$ cat config.mk
export PLATFORM = sky130hd
export DESIGN_NAME = rst_seq_ctrl
export DESIGN_NICKNAME = d
export VERILOG_FILES = /design/src/rtl/rsq_pkg.sv /design/src/rtl/rsq_line_dec.sv /design/src/rtl/rsq_flags.sv /design/src/rtl/rsq_timer.sv /design/src/rtl/rst_seq_ctrl.sv
export SDC_FILE = /design/constraint.sdc
export NUM_CORES = 1
export LEC_CHECK = 0
export BUFFER_PORTS_ARGS = -buffer_cell sky130_fd_sc_hd__buf_2
export CAP_MARGIN = 20
export CORE_UTILIZATION = 30
export DETAILED_ROUTE_END_ITERATION = 8
export HOLD_SLACK_MARGIN = 0.12
export MAX_ROUTING_LAYER = met4
export SKIP_LAST_GASP = 1
export SLEW_MARGIN = 20
export SYNTH_ARGS = -nofsm -noshare
export SYNTH_HDL_FRONTEND = slang
export SYNTH_HIERARCHICAL = 1
export SYNTH_SLANG_ARGS = --single-unit
$ cat constraint.sdc
create_clock -name clk_i -period 2.66 [get_ports clk_i]
set_clock_uncertainty 0.1 [all_clocks]
set_input_delay 0.399 -clock clk_i [delete_from_list [all_inputs] [get_ports clk_i]]
set_output_delay 0.399 -clock clk_i [all_outputs]
set_load 0.005 [all_outputs]
$ cat src/rtl/rsq_pkg.sv
package rsq_pkg;

    typedef enum logic [1:0] {
        ST_HOLD = 2'd0,
        ST_SUSP = 2'd1,
        ST_DLY  = 2'd2,
        ST_RUN  = 2'd3
    } rsq_state_e;

    localparam int CAUSE_W = 3;
    localparam int C_POR   = 0;
    localparam int C_USB   = 1;
    localparam int C_WDR   = 2;
    localparam int WR_W    = 8;
    localparam int WR_BASE = 4;

    typedef struct packed {
        rsq_state_e state;
        logic       usb_pulse;
    } seq_regs_t;

endpackage

$ cat src/rtl/rsq_line_dec.sv
module rsq_line_dec #(
    parameter bit IDLE_DM_HIGH = 1'b1
) (
    input  logic dp_i,
    input  logic dm_i,
    output logic idle_o,
    output logic wake_o
);
    logic se0;
    logic j_st;
    logic k_st;

    assign se0 = ~dp_i & ~dm_i;

    generate
        if (IDLE_DM_HIGH) begin : g_dm_idle
            assign j_st = dm_i & ~dp_i;
            assign k_st = dp_i & ~dm_i;
        end else begin : g_dp_idle
            assign j_st = dp_i & ~dm_i;
            assign k_st = dm_i & ~dp_i;
        end
    endgenerate

    assign idle_o = j_st;
    assign wake_o = k_st | se0;
endmodule

$ cat src/rtl/rsq_flags.sv
module rsq_flags #(
    parameter int                  N       = 3,
    parameter logic [N-1:0]        RST_VAL = 3'b001
) (
    input  logic         clk_i,
    input  logic         pwr_ok_i,
    input  logic [N-1:0] set_i,
    input  logic         wr_en_i,
    input  logic [N-1:0] wr_bits_i,
    output logic [N-1:0] flags_o
);
    logic [N-1:0] flags_d, flags_q;
    logic [N-1:0] clr;

    always_comb begin
        clr     = wr_en_i ? ~wr_bits_i : '0;
        flags_d = (flags_q & ~clr) | set_i;
    end

    always_ff @(posedge clk_i or negedge pwr_ok_i) begin
        if (!pwr_ok_i) flags_q <= RST_VAL;
        else           flags_q <= flags_d;
    end

    assign flags_o = flags_q;
endmodule

$ cat src/rtl/rsq_timer.sv
module rsq_timer #(
    parameter int SHORT_TICKS = 128,
    parameter int LONG_TICKS  = 96000
) (
    input  logic clk_i,
    input  logic pwr_ok_i,
    input  logic start_i,
    input  logic long_i,
    input  logic run_i,
    input  logic tick_i,
    output logic expire_o
);
    localparam int MAXT  = (LONG_TICKS > SHORT_TICKS) ? LONG_TICKS : SHORT_TICKS;
    localparam int CNT_W = $clog2(MAXT + 1);
    localparam logic [CNT_W-1:0] SHORT_LAST = CNT_W'(SHORT_TICKS - 1);
    localparam logic [CNT_W-1:0] LONG_LAST  = CNT_W'(LONG_TICKS - 1);

    typedef struct packed {
        logic [CNT_W-1:0] cnt;
        logic             long_sel;
    } tmr_regs_t;

    tmr_regs_t        t_d, t_q;
    logic [CNT_W-1:0] last;

    always_comb begin
        t_d      = t_q;
        expire_o = 1'b0;
        last     = t_q.long_sel ? LONG_LAST : SHORT_LAST;
        if (start_i) begin
            t_d.cnt      = '0;
            t_d.long_sel = long_i;
        end else if (run_i && tick_i) begin
            if (t_q.cnt == last) expire_o = 1'b1;
            else                 t_d.cnt  = t_q.cnt + 1'b1;
        end
    end

    always_ff @(posedge clk_i or negedge pwr_ok_i) begin
        if (!pwr_ok_i) t_q <= '0;
        else           t_q <= t_d;
    end
endmodule

$ cat src/rtl/rst_seq_ctrl.sv
module rst_seq_ctrl
    import rsq_pkg::*;
#(
    parameter int SHORT_TICKS  = 128,
    parameter int LONG_TICKS   = 96000,
    parameter bit IDLE_DM_HIGH = 1'b1
) (
    input  logic               clk_i,
    input  logic               pwr_ok_i,
    input  logic               wdt_trip_i,
    input  logic               bus_rst_i,
    input  logic               strap_i,
    input  logic               dp_i,
    input  logic               dm_i,
    input  logic               tick_i,
    input  logic               wr_en_i,
    input  logic [WR_W-1:0]    wr_data_i,
    output logic               cpu_rst_n_o,
    output logic [CAUSE_W-1:0] cause_o,
    output logic               suspend_o,
    output logic               addr_clr_o
);
    seq_regs_t          s_d, s_q;
    logic               line_idle, line_wake;
    logic               start, long_sel, expire, run;
    logic [CAUSE_W-1:0] cause_set;
    logic [CAUSE_W-1:0] wr_bits;
    logic               wr_unused;

    assign wr_bits   = wr_data_i[WR_BASE +: CAUSE_W];
    assign wr_unused = ^{wr_data_i[WR_W-1:WR_BASE+CAUSE_W], wr_data_i[WR_BASE-1:0]};

    rsq_line_dec #(.IDLE_DM_HIGH(IDLE_DM_HIGH)) u_line (
        .dp_i   (dp_i),
        .dm_i   (dm_i),
        .idle_o (line_idle),
        .wake_o (line_wake)
    );

    always_comb begin
        cause_set        = '0;
        cause_set[C_USB] = bus_rst_i;
        cause_set[C_WDR] = wdt_trip_i;
    end

    rsq_flags #(.N(CAUSE_W), .RST_VAL(3'b001)) u_flags (
        .clk_i     (clk_i),
        .pwr_ok_i  (pwr_ok_i),
        .set_i     (cause_set),
        .wr_en_i   (wr_en_i),
        .wr_bits_i (wr_bits),
        .flags_o   (cause_o)
    );

    rsq_timer #(.SHORT_TICKS(SHORT_TICKS), .LONG_TICKS(LONG_TICKS)) u_timer (
        .clk_i    (clk_i),
        .pwr_ok_i (pwr_ok_i),
        .start_i  (start),
        .long_i   (long_sel),
        .run_i    (run),
        .tick_i   (tick_i),
        .expire_o (expire)
    );

    always_comb begin
        s_d           = s_q;
        s_d.usb_pulse = bus_rst_i;
        start         = 1'b0;
        long_sel      = ~strap_i & cause_o[C_POR];
        run           = (s_q.state == ST_DLY);
        unique case (s_q.state)
            ST_HOLD: begin
                if (strap_i && line_idle) begin
                    s_d.state = ST_SUSP;
                end else begin
                    s_d.state = ST_DLY;
                    start     = 1'b1;
                end
            end
            ST_SUSP: begin
                if (line_wake || bus_rst_i) begin
                    s_d.state = ST_DLY;
                    start     = 1'b1;
                end
            end
            ST_DLY: begin
                if (expire) s_d.state = ST_RUN;
            end
            default: s_d.state = ST_RUN;
        endcase
        if (wdt_trip_i) begin
            s_d.state = ST_DLY;
            start     = 1'b1;
        end
    end

    always_ff @(posedge clk_i or negedge pwr_ok_i) begin
        if (!pwr_ok_i) s_q <= '{state: ST_HOLD, usb_pulse: 1'b0};
        else           s_q <= s_d;
    end

    assign cpu_rst_n_o = (s_q.state == ST_RUN);
    assign suspend_o   = (s_q.state == ST_SUSP);
    assign addr_clr_o  = (s_q.state != ST_RUN) | s_q.usb_pulse;
endmodule

; ---- After elaboration in Yosys (flattened, before gate mapping)
; Cells that the tools add are included.
[op_classes]
bitwise = 13
reduce_logical = 7
n_mux = 17
eq_ne = 8
addsub = 1
[ops]
columns = op, count
row1 = 17-bit 2-to-1 mux, 4
row2 = "17-bit by 1-bit adder with 17-bit output, second input constant", 1
row3 = 17-bit == test, 1
row4 = 2-bit 2-to-1 mux, 4
row5 = 1-bit 2-to-1 mux, 6
row6 = 3-bit inverter, 2
row7 = 2-bit one-hot mux with 3 select lines, 1
row8 = 1-bit AND, 4
row9 = "2-bit == test, second input constant", 2
row10 = "2-bit inequality test, second input constant", 2
row11 = 2-bit AND reduction, 2
row12 = 3-bit AND, 1
row13 = 3-bit 2-to-1 mux, 1
row14 = "3-bit by 2-bit inequality test with 1-bit output, second input constant", 1
row15 = "3-bit inequality test, second input constant", 1
row16 = 1-bit inverter, 3
row17 = 3-bit bitwise OR, 1
row18 = "2-bit by 1-bit == test with 1-bit output, second input constant", 1
row19 = 1-bit logical AND, 2
row20 = 2-bit zero test, 1
row21 = 1-bit bitwise OR, 2
row22 = 1-bit one-hot mux with 2 select lines, 1
row23 = 2-bit nonzero test, 1
row24 = 1-bit logical OR, 1
[word_totals]
reg_bits = 24
input_bits = 17
word_cells = 51
out_inout_bits = 6

; ---- Logic depth before layout (Yosys ltp)
[depth]
depth_word = 11
mapped_depth = 8

; ---- Cells and area by module
; The synthesis kept the hierarchy.
[modules_own_cells]
columns = mod, n_inst, seq_area_each_um2, cells_each, area_each_um2
row1 = rsq_timer, 1, 450.4, 116, 1118.6
row2 = rst_seq_ctrl, 1, 75.1, 19, 187.7
row3 = rsq_flags, 1, 76.3, 9, 117.6
row4 = rsq_line_dec, 1, 0.0, 2, 17.5

; ---- Worst setup path before layout
; No wires, ideal clock.
[synth_timing]
path_kind = input-to-reg
from = input port dm_i
to = register u_timer/t_q[8] (netlist bit)
path_stages = 7
path_buffers = 0
required_ns = 2.429
arrival_ns = 2.011
setup_ns = 0.131
setup_slack_ns = 0.417
cell_sequence = inv_1 or2_1 a211o_1 nor4_4 o2111a_2 a2111oi_0 or3_1
[synth_between]
elab_chain_cells = 9
word_cells_on_any_way = 15
[synth_lines]
columns = element, line_no
row1 = "start, declared", rst_seq_ctrl.sv:14  ; input logic dm_i,
row2 = 1-bit inverter, "rsq_line_dec.sv:13, rsq_line_dec.sv:18"
row3 = "1-bit AND, on equally long branches", "rsq_line_dec.sv:18, rsq_line_dec.sv:13"
row4 = 1-bit bitwise OR, rsq_line_dec.sv:26  ; assign wake_o = k_st | se0;
row5 = 1-bit logical OR, rst_seq_ctrl.sv:81  ; if (line_wake || bus_rst_i) begin
row6 = 1-bit 2-to-1 mux, rst_seq_ctrl.sv:81
row7 = 1-bit one-hot mux with 2 select lines *, rst_seq_ctrl.sv:71  ; unique case (s_q.state)
row8 = 1-bit 2-to-1 mux *, rst_seq_ctrl.sv:91  ; if (wdt_trip_i) begin
row9 = net start, rst_seq_ctrl.sv:25  ; logic start, long_sel, expire, run;
row10 = 2-bit inequality test (no source line) / 2-bit nonzero test (equally long branches), n/a
row11 = 2-bit AND reduction (no source line), n/a
row12 = "end signal, assigned", rsq_timer.sv:41  ; else t_q <= t_d;
row13 = "end, declared", rsq_timer.sv:23  ; tmr_regs_t t_d, t_q;
; The timed path passes the listed nets; every way through them passes the cells marked *.
; A chain may end at the register's enable or synchronous reset.

; ---- Worst setup path after layout
[layout_timing]
from = register s_q[1] (netlist bit)
to = register u_timer/t_q[8] (netlist bit)
[layout_between]
elab_chain_cells = 5
word_cells_on_any_way = 10
[layout_lines]
columns = element, line_no
row1 = "start, declared", rst_seq_ctrl.sv:23  ; seq_regs_t s_d, s_q;
row2 = "start signal, assigned", rst_seq_ctrl.sv:98  ; if (!pwr_ok_i) s_q <= '{state: ST_HOLD, usb_pulse: 1'b0};
row3 = 2-bit by 1-bit == test with 1-bit output / 2-bit zero test (equally long branches), rst_seq_ctrl.sv:71
row4 = 1-bit one-hot mux with 2 select lines *, rst_seq_ctrl.sv:71
row5 = 1-bit 2-to-1 mux *, rst_seq_ctrl.sv:91
row6 = net start, rst_seq_ctrl.sv:25
row7 = 2-bit inequality test (no source line) / 2-bit nonzero test (equally long branches), n/a
row8 = 2-bit AND reduction (no source line), n/a
; Marks and branches as above.

==> results.toml <==
[run_status]
run_status = "finished with violations"
violations = "DRC"

[routing]
vias_per_cell = 5.59
wl_per_cell_um = 14.0
antenna_left = 0
drt_wl_total_mm = 3.02
dr.first_iter.drc_count = 69
route.detailed.drc = 1
dr.pass1.iters = 6
vias = 1207

[synth]
synth_compound_area_share_pct = 12.3
synth-seq-area-share_pct = 41.8
syn_nets = 164
synth_edf_count = 0
synth_top_family_by_area = "simple AND/OR/NAND/NOR gates"
synth_mux_area_share_pct = 3.82
yosysWarnings = 6
synth_xor_area_share_pct = 5.47
syn_inst = 146
synthArstFlopShare_pct = 100
yosys.area_share.simple_pct = 32.8
synth.avg_cell_area_sq_um = 9.87
synth_adder_area_share_pct = 0.868
ys_seq_elements = 24
yosysUniqueCellTypes = 52
synth_area_sq_um = 1440
synthFlopType = "dfrtp_1"

[placed_design]
hpwlAfterDp_mm = 2.15
port-buffer-count = 17
routabilityCongestion = 0.794
place_ws_ns = 0.225

[setup_path]
cp-startpoint = "s_q[1]"
rrSetupSlack_ns = 0.41
cp.arrival_ns = 2.30
slowest_stage = "dfrtp_1"
path_cells = "nor2b_2 > a211o_1 > nor4_4 > o2111a_2 > a2111oi_0 > or3_1"
r2r_start = "s_q[1]"
worstSetupEndpointType = "flop"
crit_type = "reg2reg"
r2r_cells = 6
crit_fanout = 7
slowest_delay_ns = 0.45
crit_path_start_kind = "flop"
r2r_end = "u_timer/t_q[8]"
cp.required_ns = 2.71

[cells_and_area]
regArea_sq_um = 602
nFillCells = 453
n_antenna_cell = 0
area_delta_synth_final_pct = 12.6
mostFrequentLayoutCells = "23 x dfrtp_1, 17 x buf_2, 10 x nor2_1"
layout-drive-gt1-share_pct = 23.2
multi_input_area_sq_um = 801
layout.nets = 183
final_common_cell = "dfrtp_1"

[cts]
cts_max_level = 1
clockBufferDepth = 2
tritoncts = "built"
clkTransAtPathRegs_ns = 0.08
clockRootBuffer = "clkbuf_8"
clock_latency_ns = 0.26
clock-sinks = 24
cts_buffers = 3

[pwr]
pwr-share-comb_pct = 9.8
p_per_area_nw_per_um2 = 411
p_leak_nw = 0.673
pwr-share-clk_pct = 32.9
vdd_ir_drop_max_v = 0.000263
p_sw_share_pct = 23.5
intPower_mw = 0.510
sequentialPowerShare_pct = 57.4
p_switching_mw = 0.157

[timing]
fin_tns_setup_ns = 0
setup_viol = 0
slew_violations = 0
worst_pin_slew_ns = 0.547
final.setup.worst_slack_ns = 0.409
grt_setup_unrepaired = "no"
finalHoldViolations = 0
relSlewSlack_pct = 63.6
fmax_ghz = 0.444
period_share_pct = 84.6
fin_crit_ns = 2.25

[global_routing]
grt.met1_usage_pct = 18.3
grt_use_total_pct = 13.3
grt_pass1_wl_mm = 5.20
grt_pass1_vias = 1091
use_met3_pct = 3.38
gr-usage-met2_pct = 20.1
busiest_layer = "met2"
grt_antenna_before_repair = 0
grt_start_max_net_pins = 25
overflow = 0

[hold_path]
hp-start = "bus_rst_i"
hold_depth = 1
hold_class = "in2reg"
whs_endpoint = "s_q[0]"

[die]
dieArea_sq_um = 5090
start_util_pct = 32.2
row_count = 24
core-area_sq_um = 4470
pin_count = 23
dieWidth_um = 71.3
die_h_um = 71.3

[job]
cap_viol_max_count = 0
==> flip-flops by register name, summed over array words and instances (netlist names) <==
signal / cells
s_q: 3
u_flags/flags_o: 3
u_timer/t_q: 18
==> power by group through the flow <==
stage | combinational, mW | clock, mW | sequential [mW]
2_1_floorplan | 0.0356 | 0 | 0.388
3_3_place_gp | 0.0651 | 0 | 0.390
3_5_place_dp | 0.0657 | 0 | 0.389
4_1_cts | 0.0667 | 0.227 | 0.382
5_1_grt | 0.0757 | 0.245 | 0.384
6_report | 0.0652 | 0.219 | 0.382
==> cell type report <==
class                           count  area share, %
Multi-Input combinational cell    115           49.3
Sequential cell                    24           37.1
Timing Repair Buffer               19           6.32
Tap cell                           52           4.01
Clock buffer                        4           2.78
Inverter                            2          0.463
==> per-stage QoR <==
stage | power, mW | cells | area, sq um | hold WS [ns] | utilization [%]
after floorplan | 0.423 | 146 | 1440 | 0.00341 | -
after global placement | 0.455 | 211 | 1570 | 0.329 | 35.0
after detailed placement | 0.455 | 211 | 1570 | 0.328 | 35.0
after CTS | 0.676 | 216 | 1620 | 0.182 | 36.3
after global routing | 0.704 | 216 | 1620 | 0.180 | 36.3
final | 0.666 | 216 | 1620 | 0.184 | 36.3
==> what timing repair did <==
item	in CTS	in global routing
setup buffers	0	0
endpoints found under the hold margin	23	0
hold buffers	1	0
setup endpoints to repair	0	0
resized for setup	0	0
==> cells in the mapped netlist, drive strengths merged (3+ instances only) <==
| cell type | instances | area (sq um) |
|---|---|---|
| nor4 | 7 | 65.1 |
| nor2b | 7 | 53.8 |
| nand2b | 4 | 25.0 |
| buf | 3 | 23.8 |
| nand2 | 7 | 26.3 |
| xnor2 | 3 | 26.3 |
| a21o | 3 | 22.5 |
| xor2 | 6 | 52.6 |
| mux2 | 4 | 45.0 |
| dfrtp | 23 | 576 |
| o21ai | 8 | 40.0 |
| nor3 | 3 | 15.0 |
| nor2 | 10 | 37.5 |
| nand4 | 4 | 25.0 |
| a21oi | 4 | 20.0 |
| nand3 | 11 | 65.1 |
| and3 | 7 | 50.1 |
| and4 | 3 | 28.8 |
==> worst max path at each step <==
| stage | endpoint | slack [ns] | depth (start not counted) |
|---|---|---|---|
| after floorplan | u_timer/t_q[8] | 0.42 | 7 |
| after global placement | u_timer/t_q[8] | 0.23 | 7 |
| after detailed placement | u_timer/t_q[8] | 0.22 | 7 |
| after CTS | u_timer/t_q[8] | 0.41 | 6 |
| after global routing | s_q[1] | 0.28 | 7 |
| final | u_timer/t_q[8] | 0.41 | 6 |
==> cells by family after synthesis <==
logic type      after synthesis
fa+ha+maj                     1
xor+xnor                      9
simple gates                 74
other cells                   1
flops                        24
buf+inv                       7
mux                           5
compound gates               25
==> metal layers <==
layer / share of wire (%) / vias to the layer above
met5: 0 / -
met4: 0.63 / 0
met3: 4.9 / 4
met2: 47 / 41
met1: 48 / 585
li1: - / 577
==> worst max-delay path, delay by kind of cell (launching register included) <==
family	cells	cell delay (ns)
AND/OR/NAND/NOR	3	0.87
AO/OA/AOI/OAI	3	0.71
flip-flops	1	0.45
(Power assumes the default switching activity.)
